--- config.mk ---
export PLATFORM = sky130hd
export DESIGN_NAME = ptr_addr_gen
export DESIGN_NICKNAME = d
export VERILOG_FILES = /design/src/rtl/ptr_addr_pkg.sv /design/src/rtl/ptr_mode_decode.sv /design/src/rtl/ptr_arith.sv /design/src/rtl/ptr_range_check.sv /design/src/rtl/ptr_addr_gen.sv
export SDC_FILE = /design/constraint.sdc
export NUM_CORES = 1
export LEC_CHECK = 0
export ABC_AREA = 1
export BUFFER_PORTS_ARGS = -buffer_cell sky130_fd_sc_hd__buf_4
export CORE_MARGIN = 10
export CORE_UTILIZATION = 50
export CTS_CLUSTER_SIZE = 14
export DETAILED_ROUTE_END_ITERATION = 10
export PLACE_DENSITY = 0.75
export SLEW_MARGIN = 40
export SYNTH_ARGS = -nofsm -noshare
export SYNTH_HDL_FRONTEND = slang
export SYNTH_SLANG_ARGS = --single-unit
--- constraint.sdc ---
create_clock -name clk -period 2.55 [get_ports clk]
set_input_delay 0.1275 -clock clk [delete_from_list [all_inputs] [get_ports clk]]
set_output_delay 0.1275 -clock clk [all_outputs]
set_load 0.03 [all_outputs]
--- src/rtl/ptr_addr_pkg.sv ---
package ptr_addr_pkg;

    localparam int IDX_W = 5;

    typedef enum logic [1:0] {
        SPACE_DATA     = 2'd0,
        SPACE_PROG     = 2'd1,
        SPACE_PROG_EXT = 2'd2,
        SPACE_RSVD     = 2'd3
    } space_e;

    typedef enum logic [1:0] {
        MODE_PLAIN   = 2'd0,
        MODE_POSTINC = 2'd1,
        MODE_PREDEC  = 2'd2,
        MODE_DISP    = 2'd3
    } mode_e;

    typedef enum logic [1:0] {
        PAIR_X    = 2'd0,
        PAIR_Y    = 2'd1,
        PAIR_Z    = 2'd2,
        PAIR_RSVD = 2'd3
    } pair_e;

    typedef struct packed {
        logic  legal;
        logic  wb_ptr;
        logic  wb_ext;
        logic  pre_dec;
        logic  disp_add;
        logic  ext_addr;
        pair_e pair_eff;
    } addr_ctrl_t;

    // Low-byte register index of a pair; pairs sit two indices apart.
    function automatic logic [IDX_W-1:0] pair_low_idx(pair_e p, logic [IDX_W-1:0] base);
        return base + {{(IDX_W-3){1'b0}}, p, 1'b0};
    endfunction

endpackage

--- src/rtl/ptr_mode_decode.sv ---
module ptr_mode_decode
    import ptr_addr_pkg::*;
(
    input  space_e     space,
    input  mode_e      mode,
    input  pair_e      pair,
    output addr_ctrl_t ctrl
);
    always_comb begin
        ctrl          = '0;
        ctrl.pair_eff = PAIR_Z;
        case (space)
            SPACE_DATA: begin
                ctrl.legal    = (pair != PAIR_RSVD);
                ctrl.pair_eff = pair;
                ctrl.pre_dec  = (mode == MODE_PREDEC);
                ctrl.disp_add = (mode == MODE_DISP);
                ctrl.wb_ptr   = ctrl.legal &&
                                (mode == MODE_PREDEC || mode == MODE_POSTINC);
            end
            SPACE_PROG, SPACE_PROG_EXT: begin
                ctrl.legal    = (mode == MODE_PLAIN || mode == MODE_POSTINC);
                ctrl.ext_addr = (space == SPACE_PROG_EXT);
                ctrl.wb_ptr   = (mode == MODE_POSTINC);
                ctrl.wb_ext   = (mode == MODE_POSTINC) && (space == SPACE_PROG_EXT);
            end
            default: ctrl.legal = 1'b0;
        endcase
    end
endmodule

--- src/rtl/ptr_arith.sv ---
module ptr_arith #(
    parameter int PTR_W  = 16,
    parameter int EXT_W  = 8,
    parameter int DISP_W = 6,
    localparam int ADDR_W = PTR_W + EXT_W
) (
    input  logic [PTR_W-1:0]  ptr,
    input  logic [DISP_W-1:0] disp,
    input  logic [EXT_W-1:0]  ext,
    input  logic              pre_dec,
    input  logic              disp_add,
    input  logic              ext_addr,
    output logic [ADDR_W-1:0] addr,
    output logic [PTR_W-1:0]  next_ptr,
    output logic [EXT_W-1:0]  next_ext
);
    localparam logic [PTR_W-1:0]  PTR_ONE  = PTR_W'(1);
    localparam logic [ADDR_W-1:0] ADDR_ONE = ADDR_W'(1);

    logic [PTR_W-1:0]  ptr_dec;
    logic [PTR_W-1:0]  disp_sum;
    logic [ADDR_W-1:0] full;
    logic [ADDR_W-1:0] full_inc;

    always_comb begin
        ptr_dec  = ptr - PTR_ONE;
        disp_sum = ptr + {{(PTR_W-DISP_W){1'b0}}, disp};
        full     = {ext, ptr};
        // One wide incrementer serves both the 16-bit and the 24-bit post-increment.
        full_inc = full + ADDR_ONE;

        if (ext_addr)
            addr = full;
        else if (pre_dec)
            addr = {{EXT_W{1'b0}}, ptr_dec};
        else if (disp_add)
            addr = {{EXT_W{1'b0}}, disp_sum};
        else
            addr = {{EXT_W{1'b0}}, ptr};

        next_ptr = pre_dec ? ptr_dec : full_inc[PTR_W-1:0];
        next_ext = full_inc[ADDR_W-1:PTR_W];
    end
endmodule

--- src/rtl/ptr_range_check.sv ---
module ptr_range_check #(
    parameter int ADDR_W     = 24,
    parameter int PROG_BYTES = 131072
) (
    input  logic [ADDR_W-1:0] addr,
    input  logic              ext_addr,
    output logic              fill_ff
);
    localparam logic [ADDR_W:0] LIMIT = (ADDR_W+1)'(PROG_BYTES);

    always_comb fill_ff = ext_addr && ({1'b0, addr} >= LIMIT);
endmodule

--- src/rtl/ptr_addr_gen.sv ---
module ptr_addr_gen
    import ptr_addr_pkg::*;
#(
    parameter int PTR_W      = 16,
    parameter int EXT_W      = 8,
    parameter int DISP_W     = 6,
    parameter int PROG_BYTES = 131072,
    parameter logic [IDX_W-1:0] X_LOW_IDX = 5'd26
) (
    input  logic                    clk,
    input  logic                    rst,
    input  logic                    in_valid,
    input  logic [1:0]              in_space,
    input  logic [1:0]              in_mode,
    input  logic [1:0]              in_pair,
    input  logic [PTR_W-1:0]        in_ptr,
    input  logic [DISP_W-1:0]       in_disp,
    input  logic [EXT_W-1:0]        in_ext,
    output logic                    out_valid,
    output logic                    out_err,
    output logic [PTR_W+EXT_W-1:0]  out_addr,
    output logic                    out_fill_ff,
    output logic                    ptr_wb_en,
    output logic [PTR_W-1:0]        ptr_wb_val,
    output logic [IDX_W-1:0]        ptr_wb_lo_idx,
    output logic [IDX_W-1:0]        ptr_wb_hi_idx,
    output logic                    ext_wb_en,
    output logic [EXT_W-1:0]        ext_wb_val
);
    localparam int ADDR_W = PTR_W + EXT_W;
    localparam logic [ADDR_W:0]   FILL_LIMIT = (ADDR_W+1)'(PROG_BYTES);
    localparam logic [IDX_W-1:0]  IDX_ONE    = IDX_W'(1);
    localparam logic [PTR_W-1:0]  PTR_ONE    = PTR_W'(1);
    localparam logic [ADDR_W-1:0] ADDR_ONE   = ADDR_W'(1);

    addr_ctrl_t        ctrl;
    logic [ADDR_W-1:0] addr_c;
    logic [PTR_W-1:0]  next_ptr_c;
    logic [EXT_W-1:0]  next_ext_c;
    logic              fill_c;
    logic [IDX_W-1:0]  lo_idx_c;

    ptr_mode_decode u_decode (
        .space (space_e'(in_space)),
        .mode  (mode_e'(in_mode)),
        .pair  (pair_e'(in_pair)),
        .ctrl  (ctrl)
    );

    ptr_arith #(.PTR_W(PTR_W), .EXT_W(EXT_W), .DISP_W(DISP_W)) u_arith (
        .ptr      (in_ptr),
        .disp     (in_disp),
        .ext      (in_ext),
        .pre_dec  (ctrl.pre_dec),
        .disp_add (ctrl.disp_add),
        .ext_addr (ctrl.ext_addr),
        .addr     (addr_c),
        .next_ptr (next_ptr_c),
        .next_ext (next_ext_c)
    );

    ptr_range_check #(.ADDR_W(ADDR_W), .PROG_BYTES(PROG_BYTES)) u_range (
        .addr     (addr_c),
        .ext_addr (ctrl.ext_addr),
        .fill_ff  (fill_c)
    );

    always_comb lo_idx_c = pair_low_idx(ctrl.pair_eff, X_LOW_IDX);

    always_ff @(posedge clk) begin
        if (rst) begin
            out_valid     <= 1'b0;
            out_err       <= 1'b0;
            out_addr      <= '0;
            out_fill_ff   <= 1'b0;
            ptr_wb_en     <= 1'b0;
            ptr_wb_val    <= '0;
            ptr_wb_lo_idx <= '0;
            ptr_wb_hi_idx <= '0;
            ext_wb_en     <= 1'b0;
            ext_wb_val    <= '0;
        end else begin
            out_valid <= in_valid;
            out_err   <= in_valid && !ctrl.legal;
            if (in_valid && ctrl.legal) begin
                out_addr      <= addr_c;
                out_fill_ff   <= fill_c;
                ptr_wb_en     <= ctrl.wb_ptr;
                ptr_wb_val    <= next_ptr_c;
                ptr_wb_lo_idx <= lo_idx_c;
                ptr_wb_hi_idx <= lo_idx_c + IDX_ONE;
                ext_wb_en     <= ctrl.wb_ext;
                ext_wb_val    <= next_ext_c;
            end else begin
                out_addr      <= '0;
                out_fill_ff   <= 1'b0;
                ptr_wb_en     <= 1'b0;
                ptr_wb_val    <= '0;
                ptr_wb_lo_idx <= '0;
                ptr_wb_hi_idx <= '0;
                ext_wb_en     <= 1'b0;
                ext_wb_val    <= '0;
            end
        end
    end

    // a request produces a result one edge later, an idle cycle produces none
    assert_result_follows_R2: assert property (@(posedge clk) disable iff (rst)
        in_valid |=> out_valid);
    assert_idle_follows_R2: assert property (@(posedge clk) disable iff (rst)
        !in_valid |=> !out_valid && !ptr_wb_en && !ext_wb_en && !out_err);

    // the high byte index sits right above the low byte index
    assert_pair_step_R3: assert property (@(posedge clk) disable iff (rst)
        (out_valid && ptr_wb_en) |-> ptr_wb_hi_idx == ptr_wb_lo_idx + IDX_ONE);

    // pre-decrement writes back the address that was accessed
    assert_predec_same_R4: assert property (@(posedge clk) disable iff (rst)
        (out_valid && ptr_wb_en && $past(in_mode) == 2'd2)
        |-> ptr_wb_val == out_addr[PTR_W-1:0]);

    // 16-bit post-increment writes back the accessed pointer plus one
    assert_postinc_next_R5: assert property (@(posedge clk) disable iff (rst)
        (out_valid && ptr_wb_en && !ext_wb_en && $past(in_mode) == 2'd1)
        |-> ptr_wb_val == out_addr[PTR_W-1:0] + PTR_ONE);

    // displacement mode never updates the pointer
    assert_disp_no_wb_R6: assert property (@(posedge clk) disable iff (rst)
        (out_valid && $past(in_mode) == 2'd3) |-> !ptr_wb_en);

    // the extension byte and pointer together hold the 24-bit address plus one
    assert_ext_carry_R8: assert property (@(posedge clk) disable iff (rst)
        ext_wb_en |-> ptr_wb_en && {ext_wb_val, ptr_wb_val} == out_addr + ADDR_ONE);

    // the fill flag only ever marks an address beyond program memory
    assert_fill_range_R9: assert property (@(posedge clk) disable iff (rst)
        out_fill_ff |-> out_valid && ({1'b0, out_addr} >= FILL_LIMIT));

    // an error suppresses every write-back
    assert_err_blocks_wb_R10: assert property (@(posedge clk) disable iff (rst)
        out_err |-> out_valid && !ptr_wb_en && !ext_wb_en && !out_fill_ff);
endmodule

# Word level (Yosys, flattened, before mapping)
# Index checks and enable logic that the tools add are counted.
[totals] input_bits=39 output_inout_bits=63 ff_bits=63 elab_cells=46
[classes] n_reduce_logical=13 n_eq_ne=6 add_sub_neg=5 mux=9 bitwise_logic=2 order_cmp=1
[ops] operator="$mux W24" n=2
[ops] operator="$mux W16" n=2
[ops] operator="$add A24 B1 Y24 const B" n=1
[ops] operator="$ge A24 B18 Y1 const B" n=1
[ops] operator="$add A16 B6 Y16" n=1
[ops] operator="$sub A16 B1 Y16 const B" n=1
[ops] operator="$eq A2 B2 Y1 const B" n=3
[ops] operator="$add A4 B4 Y5 const A" n=1
[ops] operator="$add A5 B1 Y5 const B" n=1
[ops] operator="$logic_and A1 B1 Y1" n=5
[ops] operator="$eq A2 B1 Y1 const B" n=2
[ops] operator="$logic_not A2 Y1" n=2
[ops] operator="$mux W2" n=2
[ops] operator="$pmux W1 S2" n=2
[ops] operator="$reduce_or A2 Y1" n=2
[ops] operator="$reduce_or A3 Y1" n=1
[ops] operator="$logic_or A1 B1 Y1" n=2
[ops] operator="$ne A2 B2 Y1 const B" n=1
[ops] operator="$not A1 Y1" n=2
[ops] operator="$logic_not A1 Y1" n=1
[ops] operator="$mux W1" n=1

# Logic depth before layout (Yosys ltp)
[logic_depth] word_depth=7 mapped_depth=13 depth_no_buf=13

# Cells and area by module
# Synthesis repeated with hierarchy kept, for this count alone.
[unflattened] hier_cells=643 hier_area_um2=4066.4
[modules_own_cells] module="ptr_arith" area_each_um2=2028.2 instances=1 cells_each=423 seq_area_each_um2=0.0
[modules_own_cells] module="ptr_addr_gen" area_each_um2=1816.7 instances=1 cells_each=182 seq_area_each_um2=1141.1
[modules_own_cells] module="ptr_mode_decode" area_each_um2=187.7 instances=1 cells_each=29 seq_area_each_um2=0.0
[modules_own_cells] module="ptr_range_check" area_each_um2=33.8 instances=1 cells_each=9 seq_area_each_um2=0.0

# Worst setup path before layout
# OpenSTA, ideal clock, no wires.
[synth_timing] path_type="input to register" start="input in_ptr[0]" end="register out_addr[6]" setup_slack_ns=1.011 t_arrival_ns=1.412 setup_ns=0.128 required_ns=2.422 cell_stages=12 path_buffers=0 cell_sequence="ha_1 -> fa_1 -> nand2_1 -> nand2_1 -> nand3b_1 -> nand2_1 -> nand2_1 -> nand2_1 -> nand3_1 -> nand3_1 -> nand2_1 -> nor2_1"
[synth_between] elab_chain_cells=4 word_cells_on_any_way=5 cone_classes="add/sub (2); mux (3)"
[synth_rtl] element="start: declaration" line_no="ptr_addr_gen.sv:16" rtl="input logic [PTR_W-1:0] in_ptr,"
[synth_rtl] element="$add A16 B6 Y16" line_no="ptr_arith.sv:27" rtl="disp_sum = ptr + {{(PTR_W-DISP_W){1'b0}}, disp};"
[synth_rtl] element="$mux W16" line_no="ptr_arith.sv:36" rtl="else if (disp_add)"
[synth_rtl] element="$mux W24 *" line_no="ptr_arith.sv:34" rtl="else if (pre_dec)"
[synth_rtl] element="$mux W24 *" line_no="ptr_arith.sv:32" rtl="if (ext_addr)"
[synth_rtl] element="end signal: assignment" line_no="ptr_addr_gen.sv:86" rtl="out_addr <= addr_c;"
[synth_rtl] element="end: declaration" line_no="ptr_addr_gen.sv:21" rtl="output logic [PTR_W+EXT_W-1:0] out_addr,"
# Every way passes the cells marked *; elsewhere a longest branch is shown, timed or not.
# A chain may end at the register's enable or synchronous reset.

# Worst setup path in the final report
# Ends and elaborated chain as after synthesis.

==> flow_metrics.py <==
metrics = {
    "sta": {
        "max_slew_margin_pct": 64.6,
        "setup-violations-final": 0,
        "finalSetupTns_ps": 0,
        "final_critical_path_setup_slack_ps": 397,
        "whs_ps": 45.9,
        "timing_max_transition_violations_final": 0,
        "clock_period_minus_final_worst_setup_slack_ps": 2150,
        "tightest_slew_ps": 530,
        "max_clock_freq_ghz": 0.465,
        "share_of_the_clock_period_used_by_the_worst_path_after_layout_pct": 84.4,
        "rsz0062_at_grt": "false",
        "hold_violations": 0,
    },
    "die": {
        "die-area_mm2": 0.0109,
        "initial_core_utilization_pct": 51.8,
        "dieHeight_um": 104,
        "die_width_um": 104,
        "design.portCount": 102,
        "core_area_mm2": 0.00687,
        "rows": 30,
    },
    "setup_path": {
        "worstSetupEndpointType": "register",
        "critical_path_required_ps": 2780,
        "critical_path.startpoint_type": "primary input",
        "worst-path-max-fanout": 9,
        "critical_path_arrival_ps": 2380,
        "setup.worst_path.class": "in -> reg",
    },
    "finish": {
        "layout_common_cells": "134 x nand2_1, 104 x buf_4, 70 x nor2_1",
        "fin_nets": 693,
        "synthToLayoutAreaGrowth_pct": 28.0,
        "antenna_cells_inserted": 0,
        "drive_above_1_share_pct": 22.0,
        "stdcell_count": 737,
        "layout.filler_cells": 644,
        "layout_commonest_cell": "nand2_1",
    },
    "synth": {
        "seq_area_frac_synth_pct": 32.0,
        "instance_count_of_the_mapped_netlist": 547,
        "share_of_synthesized_flip_flops_with_an_asynchronous_set_or_reset_pct": 0,
        "yosys_most_used_dff": "dfxtp_1",
        "syn-num-nets": 603,
        "synth-seq-cells": 57,
        "yosys_warnings": 0,
        "synth.distinct_cells": 38,
        "syn_avg_cell_area_um2": 6.51,
        "syn-cell-area_mm2": 0.00356,
        "synth_enable_flop_cells": 0,
    },
    "placed_design": {
        "routability_cong": 0.914,
        "pre_cts_ws_ps": 662,
        "dp_cells": 720,
        "place.detailed.hpwl_um": 7850,
        "port-buffer-count": 100,
    },
    "routing": {
        "wirelength_um": 10300,
        "vias": 3779,
        "detail_route.drc_violations": 0,
        "drtIter0Drc": 218,
        "via_cell_ratio": 5.13,
        "ant_nets": 0,
        "first_pass_iters": 5,
        "avgRoutedWirePerCell_um": 14.0,
    },
    "run": {
        "drv_cap": 0,
    },
    "grt": {
        "global_route_wire_length_before_repair_um": 16900,
        "antenna_found_initial": 0,
        "pin_count_of_the_biggest_net_entering_global_routing": 31,
        "groute.usage.overall_pct": 18.4,
        "global_route.overflow_total": 0,
        "first_global_vias": 3529,
    },
    "clocking": {
        "clockRootBuffer": "clkbuf_8",
        "cts_resized": 0,
        "clk_transition_reported_paths_ps": 70,
        "ctsHoldBuffers": 2,
        "cts_tree": "yes",
        "clock_sinks": 57,
        "number_of_buffers_inserted_by_post_cts_setup_repair": 0,
        "clock_path_buffers": 2,
        "htree_num_levels": 3,
        "tritoncts.num_buffers": 9,
    },
    "power_and_ir_drop": {
        "power_leakage_uw": 0.00231,
        "worst_ir_drop_vdd_mv": 0.247,
        "p_per_area_mw_per_mm2": 513,
    },
    "status": {
        "outcome": "completed",
    },
    "hold_path": {
        "hold_path_class": "in -> reg",
    },
}
[area by class of cell]
class                           instances  area (µm²)  share of cell area (%)
Clock buffer                           13         169                    3.71
Clock inverter                          2        60.1                    1.32
Inverter                               64         240                    5.27
Multi-Input combinational cell        399        2030                    44.5
Sequential cell                        57        1140                    25.0
Tap cell                               96         120                    2.64
Timing Repair Buffer                  106         801                    17.6
[worst max-delay path, stage by stage]
cell and delay, ps:
dlygate4sd3_1 560, buf_4 170, ha_1 230, fa_1 410, nand2_1 90, nand2_1 60, nand3b_1 80, nand2_1 200
nand2_1 130, nand2_1 60, nand3_1 70, nand3_1 70, nand2_1 90, nor2_1 40
[synth_stat cells (2+ instances only)]
master	number	area share, %
xor2_1	6	1.5
dfxtp_1	57	32
nor3_1	7	0.98
inv_2	2	0.21
a21oi_1	42	5.9
nand2_1	134	14
nor2_1	70	7.4
nand3_1	50	7.0
nand2_2	5	0.88
nor2_4	7	2.2
o21ai_0	30	4.2
clkbuf_1	9	0.95
xnor2_1	2	0.49
nor2_2	4	0.70
nor4_1	2	0.35
inv_1	61	6.4
buf_2	6	0.84
buf_4	10	2.1
o21ai_1	2	0.28
nand4_1	6	1.1
nor3b_1	3	0.63
ha_1	16	5.6
[power by group]
part	internal, µW	total [µW]	switching (µW)
registers	913	919	6.85
logic	159	436	277
clock network	625	983	357
total	1700	2340	641
[worst paths after layout]
path / start / depth (start not counted) / to / slack (ps)
max: in_ptr[0] / 14 / out_addr[6] / 400
min: in_ext[7] / 3 / out_addr[23] / 50
[through the flow]
stage | util, % | power (µW) | instance area [µm²]
2_1_floorplan | - | 1220 | 3560
3_3_place_gp | 62.7 | 1360 | 4310
3_5_place_dp | 62.7 | 1370 | 4310
4_1_cts | 66.3 | 2350 | 4560
5_1_grt | 66.3 | 2440 | 4560
6_report | 66.3 | 2340 | 4560
[metal layers]
layer | GRT usage, % | part of all wire [%]
met4 | 5.77 | 1.4
met1 | 23.0 | 45
met3 | 6.13 | 8.5
met5 | 0 | 0
met2 | 28.8 | 45
[logic make-up after synthesis]
family	Yosys count	share of synthesized area [%]
flops	57	32.0
simple gates	295	37.4
compound gates	78	11.3
fa+ha+maj	17	6.18
buf+inv	91	11.1
other cells	1	0.105
xor+xnor	8	1.97
[registers in the layout (all words and copies together) (netlist names)]
register,count
ext_wb_en,1
ext_wb_val,8
out_addr,24
out_err,1
out_fill_ff,1
out_valid,1
ptr_wb_en,1
ptr_wb_hi_idx,4
ptr_wb_val,16
No activity file was read; power rests on OpenSTA's default activity.
